`config.mk`:
```
export PLATFORM = sky130hd
export DESIGN_NAME = pairint_ctl
export DESIGN_NICKNAME = d
export VERILOG_FILES = /design/src/rtl/pairint_pkg.sv /design/src/rtl/pairint_side_mraz.sv /design/src/rtl/pairint_result_seq.sv /design/src/rtl/pairint_ctl.sv
export SDC_FILE = /design/constraint.sdc
export NUM_CORES = 1
export LEC_CHECK = 0
export CORE_UTILIZATION = 49
export CTS_CLUSTER_DIAMETER = 100
export CTS_CLUSTER_SIZE = 12
export DETAILED_ROUTE_END_ITERATION = 10
export DONT_BUFFER_PORTS = 1
export GPL_TIMING_DRIVEN = 0
export PLACE_DENSITY = 0.61
export SKIP_CTS_REPAIR_TIMING = 1
export SYNTH_ARGS = -nofsm -noshare
export SYNTH_HDL_FRONTEND = slang
export SYNTH_SLANG_ARGS = --single-unit
```
`constraint.sdc`:
```
create_clock -name clk -period 2.75 [get_ports clk]
set_clock_uncertainty 0.15 [all_clocks]
set_input_delay 0.275 -clock clk [delete_from_list [all_inputs] [get_ports clk]]
set_output_delay 0.275 -clock clk [all_outputs]
set_load 0.005 [all_outputs]
```
`src/rtl/pairint_pkg.sv`:
```
package pairint_pkg;

    typedef enum logic [2:0] {
        ST_DRAIN = 3'd1,
        ST_PREP  = 3'd2,
        ST_A1ST  = 3'd3,
        ST_B2ND  = 3'd4,
        ST_A2ND  = 3'd5,
        ST_B1ST  = 3'd6
    } seq_state_e;

    localparam int unsigned NSIDE = 2;

    // Round a duration in ns to whole cycles of a clock given in kHz.
    function automatic int unsigned ns_to_cycles(input longint unsigned ns,
                                                 input longint unsigned khz);
        longint unsigned prod;
        prod = ns * khz + 64'd500000;
        return int'(prod / 64'd1000000);
    endfunction

    function automatic int unsigned max2(input int unsigned a, input int unsigned b);
        return (a > b) ? a : b;
    endfunction

endpackage

```
`src/rtl/pairint_side_mraz.sv`:
```
module pairint_side_mraz #(
    parameter int unsigned CW       = 16,
    parameter int unsigned MRAZ_CYC = 20
) (
    input  logic clk,
    input  logic rst,
    input  logic start_i,
    output logic busy_o
);
    typedef struct packed {
        logic [CW-1:0] cnt;
    } mraz_t;

    mraz_t q, d;

    always_comb begin
        d = q;
        if (start_i) begin
            d.cnt = CW'(MRAZ_CYC);
        end else if (q.cnt != '0) begin
            d.cnt = q.cnt - 1'b1;
        end
    end

    always_ff @(posedge clk) begin
        if (rst) begin
            q <= '{cnt: '0};
        end else begin
            q <= d;
        end
    end

    assign busy_o = (q.cnt != '0);
endmodule

```
`src/rtl/pairint_result_seq.sv`:
```
module pairint_result_seq #(
    parameter int unsigned CW      = 16,
    parameter int unsigned DV1_CYC = 7,
    parameter int unsigned DV2_CYC = 30
) (
    input  logic clk,
    input  logic rst,
    input  logic first_end_i,
    input  logic first_side_i,
    output logic dvalid_n_o,
    output logic dside_o,
    output logic busy_o
);
    typedef struct packed {
        logic [CW-1:0] tmr;
        logic          second;
        logic          side1;
        logic          pulse;
        logic          pside;
    } res_t;

    res_t q, d;

    always_comb begin
        d = q;
        d.pulse = 1'b0;
        if (first_end_i) begin
            d.tmr    = CW'(DV1_CYC);
            d.second = 1'b0;
            d.side1  = first_side_i;
        end else if (q.tmr != '0) begin
            d.tmr = q.tmr - 1'b1;
            if (q.tmr == CW'(1)) begin
                d.pulse = 1'b1;
                if (!q.second) begin
                    d.pside  = q.side1;
                    d.second = 1'b1;
                    d.tmr    = CW'(DV2_CYC);
                end else begin
                    d.pside  = ~q.side1;
                    d.second = 1'b0;
                end
            end
        end
    end

    always_ff @(posedge clk) begin
        if (rst) begin
            q <= '{tmr: '0, second: 1'b0, side1: 1'b0, pulse: 1'b0, pside: 1'b0};
        end else begin
            q <= d;
        end
    end

    assign dvalid_n_o = ~q.pulse;
    assign dside_o    = q.pside;
    assign busy_o     = (q.tmr != '0);
endmodule

```
`src/rtl/pairint_ctl.sv`:
```
module pairint_ctl
    import pairint_pkg::*;
#(
    parameter int unsigned CLK_KHZ  = 10000,
    parameter int unsigned MRAZ_CYC = ns_to_cycles(910800, CLK_KHZ),
    parameter int unsigned PREP_CYC = ns_to_cycles(24000, CLK_KHZ),
    parameter int unsigned DV1_CYC  = ns_to_cycles(421200, CLK_KHZ),
    parameter int unsigned DV2_CYC  = ns_to_cycles(4548000, CLK_KHZ)
) (
    input  logic       clk,
    input  logic       rst,
    input  logic       conv_i,
    output logic [2:0] state_o,
    output logic       int_a_o,
    output logic       int_b_o,
    output logic       mraz_a_o,
    output logic       mraz_b_o,
    output logic       mbsy_o,
    output logic       dvalid_n_o,
    output logic       dside_o
);
    localparam int unsigned MAXC = max2(max2(MRAZ_CYC, PREP_CYC), max2(DV1_CYC, DV2_CYC));
    localparam int unsigned CW   = (MAXC < 2) ? 1 : $clog2(MAXC + 1);

    typedef struct packed {
        seq_state_e    st;
        logic [CW-1:0] prep;
        logic          pend;
        logic          conv_prev;
    } ctl_t;

    ctl_t q, d;

    logic [NSIDE-1:0] mz_start;
    logic [NSIDE-1:0] mz_busy;
    logic             first_end;
    logic             first_side;
    logic             res_busy;
    logic             tog;
    logic             gate_open;

    always_comb begin
        d           = q;
        d.conv_prev = conv_i;
        tog         = conv_i ^ q.conv_prev;
        gate_open   = ~|mz_busy & ~res_busy;
        mz_start    = '0;
        first_end   = 1'b0;
        first_side  = 1'b0;
        unique case (q.st)
            ST_DRAIN: begin
                if (tog) d.pend = 1'b1;
                if (gate_open) begin
                    d.st   = ST_PREP;
                    d.prep = CW'(PREP_CYC);
                end
            end
            ST_PREP: begin
                if (q.prep != '0) begin
                    d.prep = q.prep - 1'b1;
                    if (tog) d.pend = 1'b1;
                end else if (tog || q.pend) begin
                    d.pend = 1'b0;
                    d.st   = conv_i ? ST_A1ST : ST_B1ST;
                end
            end
            ST_A1ST: begin
                if (tog) begin
                    d.st        = ST_B2ND;
                    mz_start[0] = 1'b1;
                    first_end   = 1'b1;
                    first_side  = 1'b0;
                end
            end
            ST_B1ST: begin
                if (tog) begin
                    d.st        = ST_A2ND;
                    mz_start[1] = 1'b1;
                    first_end   = 1'b1;
                    first_side  = 1'b1;
                end
            end
            ST_B2ND: begin
                if (tog) begin
                    d.st        = ST_DRAIN;
                    mz_start[1] = 1'b1;
                end
            end
            ST_A2ND: begin
                if (tog) begin
                    d.st        = ST_DRAIN;
                    mz_start[0] = 1'b1;
                end
            end
            default: d.st = ST_PREP;
        endcase
    end

    always_ff @(posedge clk) begin
        if (rst) begin
            q <= '{st: ST_PREP, prep: '0, pend: 1'b0, conv_prev: conv_i};
        end else begin
            q <= d;
        end
    end

    for (genvar s = 0; s < NSIDE; s++) begin : g_side
        pairint_side_mraz #(
            .CW       (CW),
            .MRAZ_CYC (MRAZ_CYC)
        ) u_mraz (
            .clk     (clk),
            .rst     (rst),
            .start_i (mz_start[s]),
            .busy_o  (mz_busy[s])
        );
    end

    pairint_result_seq #(
        .CW      (CW),
        .DV1_CYC (DV1_CYC),
        .DV2_CYC (DV2_CYC)
    ) u_res (
        .clk          (clk),
        .rst          (rst),
        .first_end_i  (first_end),
        .first_side_i (first_side),
        .dvalid_n_o   (dvalid_n_o),
        .dside_o      (dside_o),
        .busy_o       (res_busy)
    );

    assign state_o  = q.st;
    assign int_a_o  = (q.st == ST_A1ST) || (q.st == ST_A2ND);
    assign int_b_o  = (q.st == ST_B1ST) || (q.st == ST_B2ND);
    assign mraz_a_o = mz_busy[0];
    assign mraz_b_o = mz_busy[1];
    assign mbsy_o   = (|mz_busy) || (q.st == ST_DRAIN) || ((q.st == ST_PREP) && (q.prep != '0));
endmodule

```
==> results.yml <==
yosys:
  synth_warnings: 0
  syn_area_sq_mm: 0.00379
  synth_cells: 458
  syn-mean-instance-area_sq_um: 8.28
  synthFlopType: "dfxtp_1"
  ys_ff_latch: 73
  yosysUniqueCellTypes: 43
  synth-async-reset-ratio: 0
  synth_enable_flop_cells: 0
  synth_nets: 470
  yosysSeqAreaShare: 0.385
worst_setup_path:
  startpoint_type: "flip-flop"
  cp_max_fo: 4
  r2r_start: "q[2]$_SDFFE_PP0P_"
  critPathArrivalTime_ps: 2460
  endpoint_kind: "primary output"
  rr_worst_depth: 10
  critical_path_class: "reg -> out"
  r2r-end: "q[9]$_SDFFE_PP0P_"
  r2r_slack_ps: 120
  cp_data_required_time_ps: 2330
routing:
  drcViolationCount: 0
  wl_mm: 8.48
  vias: 3303
  wl_per_cell_microns: 14.5
  drtIter0Drc: 128
  via_per_inst: 5.65
  first_pass_iters: 4
  ant_nets: 0
floorplan:
  rows: 31
  die_w_microns: 90.0
  dieArea_sq_mm: 0.00810
  initial_core_util: 0.515
  ioPinCount: 13
  coreArea_sq_mm: 0.00737
  die_y_microns: 90.0
timing:
  worst_pin_slew_ps: 987
  timing.final.crit_period_ps: 2880
  fin_crit_sh: 1.05
  fmax_ghz: 0.347
  layout_setup_ws_ps: -130
  grt_setup_unrepaired: "true"
  drv_slew: 0
  finalHoldViolCount: 0
  maxSlewHeadroom: 0.340
  setup_viol: 1
finish:
  drive_above_1_share: 0.105
  syn2layout_area_growth_pct: 12.5
  n_antenna_cell: 0
  nFillCells: 694
  layout_commonest_cell: "dfxtp_1"
  final_nets: 494
  final_cell_mix: "dfxtp_1 (71), nor2_1 (63), xor2_1 (34)"
  design_area_sq_mm: 0.00427
place:
  dp_hpwl_mm: 5.72
  gp_congestion: 0.812
  port_buffers: 0
  placed_area_sq_mm: 0.00392
clock_tree:
  cts_tree: "built"
  cts-root-buf: "clkbuf_8"
  cts_buffers: 9
  clk_pin_slew_ps: 70
  htreeDepth: 3
  clk_latency_ps: 340
  cts.sinks: 73
  clock_path_buffers: 2
pwr:
  total_power_uw: 6330
  cellPowerDensity_mw_per_mm2: 1480
  power.leakage_uw: 0.00167
  ir_drop_mv: 0.690
global_route:
  grt_max_degree: 12
  overflow: 0
  antenna_found_initial: 0
  grt.total_usage: 0.211
  grt_pass1_vias: 3035
  grt_pass1_wl_mm: 14.0
outcome:
  status: "finished with violations"
  violations: "negative setup slack"
worst_hold_path:
  min-delay-path-class: "in -> reg"
  hp-start: "rst"
  min_path_cells: 2
  whs_endpoint: "q[17]$_SDFFE_PP0P_"
job:
  drv_cap: 0
-- layer usage --
metal | track usage | up-vias | part of all wire
li1 | - | 1678 | -
met1 | 0.277 | 1562 | 0.49
met2 | 0.344 | 56 | 0.47
met3 | 0.0474 | 7 | 0.032
met4 | 0.0645 | 0 | 0.0070
met5 | 0 | - | 0
-- metrics by stage --
step	utilization	setup WS (ps)	hold slack [ps]	std cells	TNS [ps]
floorplan	-	186	153	458	0
global placement	0.531	-328	153	557	-3800
detailed placement	0.531	-335	153	557	-3890
CTS	0.558	-349	-206	572	-4450
global route	0.579	-202	2.14	585	-202
finish	0.579	-130	4.26	585	-130
-- state kept, by name, summed over array words and instances (netlist names) --
signal           flops
g_side.u_mraz.q     32
q                   18
state_o              3
u_res.dside_o        1
u_res.q             19
-- synth_stat cells, types with 13 or more instances --
cell type | number | area, sq um
nand2_1 | 25 | 93.8
inv_1 | 15 | 56.3
nor2_1 | 63 | 236
nand3_1 | 18 | 90.1
dfxtp_1 | 73 | 1460
a21oi_1 | 26 | 130
nand4_1 | 18 | 113
clkbuf_1 | 16 | 60.1
o21ai_0 | 13 | 65.1
nor4_1 | 18 | 113
nor3_1 | 23 | 115
xor2_1 | 34 | 298
xnor2_1 | 19 | 166
-- power breakdown --
part | leakage (uW) | internal (uW) | switching [uW]
clock | 0.000102 | 461 | 379
combinational | 0.000971 | 1590 | 1980
sequential | 0.000601 | 1480 | 448
-- worst max-delay path: stages (launching register included) --
cell and delay (ps):
dfxtp_4 350, inv_2 60, ha_1 140, or3b_4 370, or4_4 570, and2_4 200
or4_4 430
-- how the worst max path moves through the flow --
stage / start / endpoint / slack, ps / depth (start not counted)
5_1_grt: q[3]$_SDFFE_PP0P_ / mbsy_o / -200 / 6
6_report: q[2]$_SDFFE_PP0P_ / mbsy_o / -130 / 6
2_1_floorplan: q[8]$_SDFFE_PP0P_ / mbsy_o / 190 / 5
4_1_cts: u_res.q[4]$_SDFFE_PP0P_ / q[13]$_SDFFE_PP0P_ / -350 / 8
3_3_place_gp: u_res.q[4]$_SDFFE_PP0P_ / q[13]$_SDFFE_PP0P_ / -330 / 8
3_5_place_dp: u_res.q[4]$_SDFFE_PP0P_ / q[4]$_SDFFE_PP0P_ / -340 / 8
-- area by class of cell --
| class | count | area (sq um) | share of cell area |
|---|---|---|---|
| Clock inverter | 3 | 40.0 | 0.00938 |
| Buffer | 18 | 80.1 | 0.0188 |
| Timing Repair Buffer | 16 | 125 | 0.0293 |
| Multi-Input combinational cell | 349 | 2220 | 0.520 |
| Tap cell | 99 | 124 | 0.0290 |
| Inverter | 15 | 56.3 | 0.0132 |
| Clock buffer | 12 | 155 | 0.0364 |
| Sequential cell | 73 | 1470 | 0.344 |
-- cells by family (layout without fill, tap and decap cells) --
| group | after synthesis | count (layout) | share of synthesized area |
|---|---|---|---|
| simple gates | 220 | 220 | 0.313 |
| compound gates | 67 | 67 | 0.109 |
| buf+inv | 36 | 64 | 0.0409 |
| xor+xnor | 53 | 53 | 0.122 |
| flops | 73 | 73 | 0.385 |
| fa+ha+maj | 9 | 9 | 0.0297 |
Note: power is estimated with default switching activity, not from simulation.
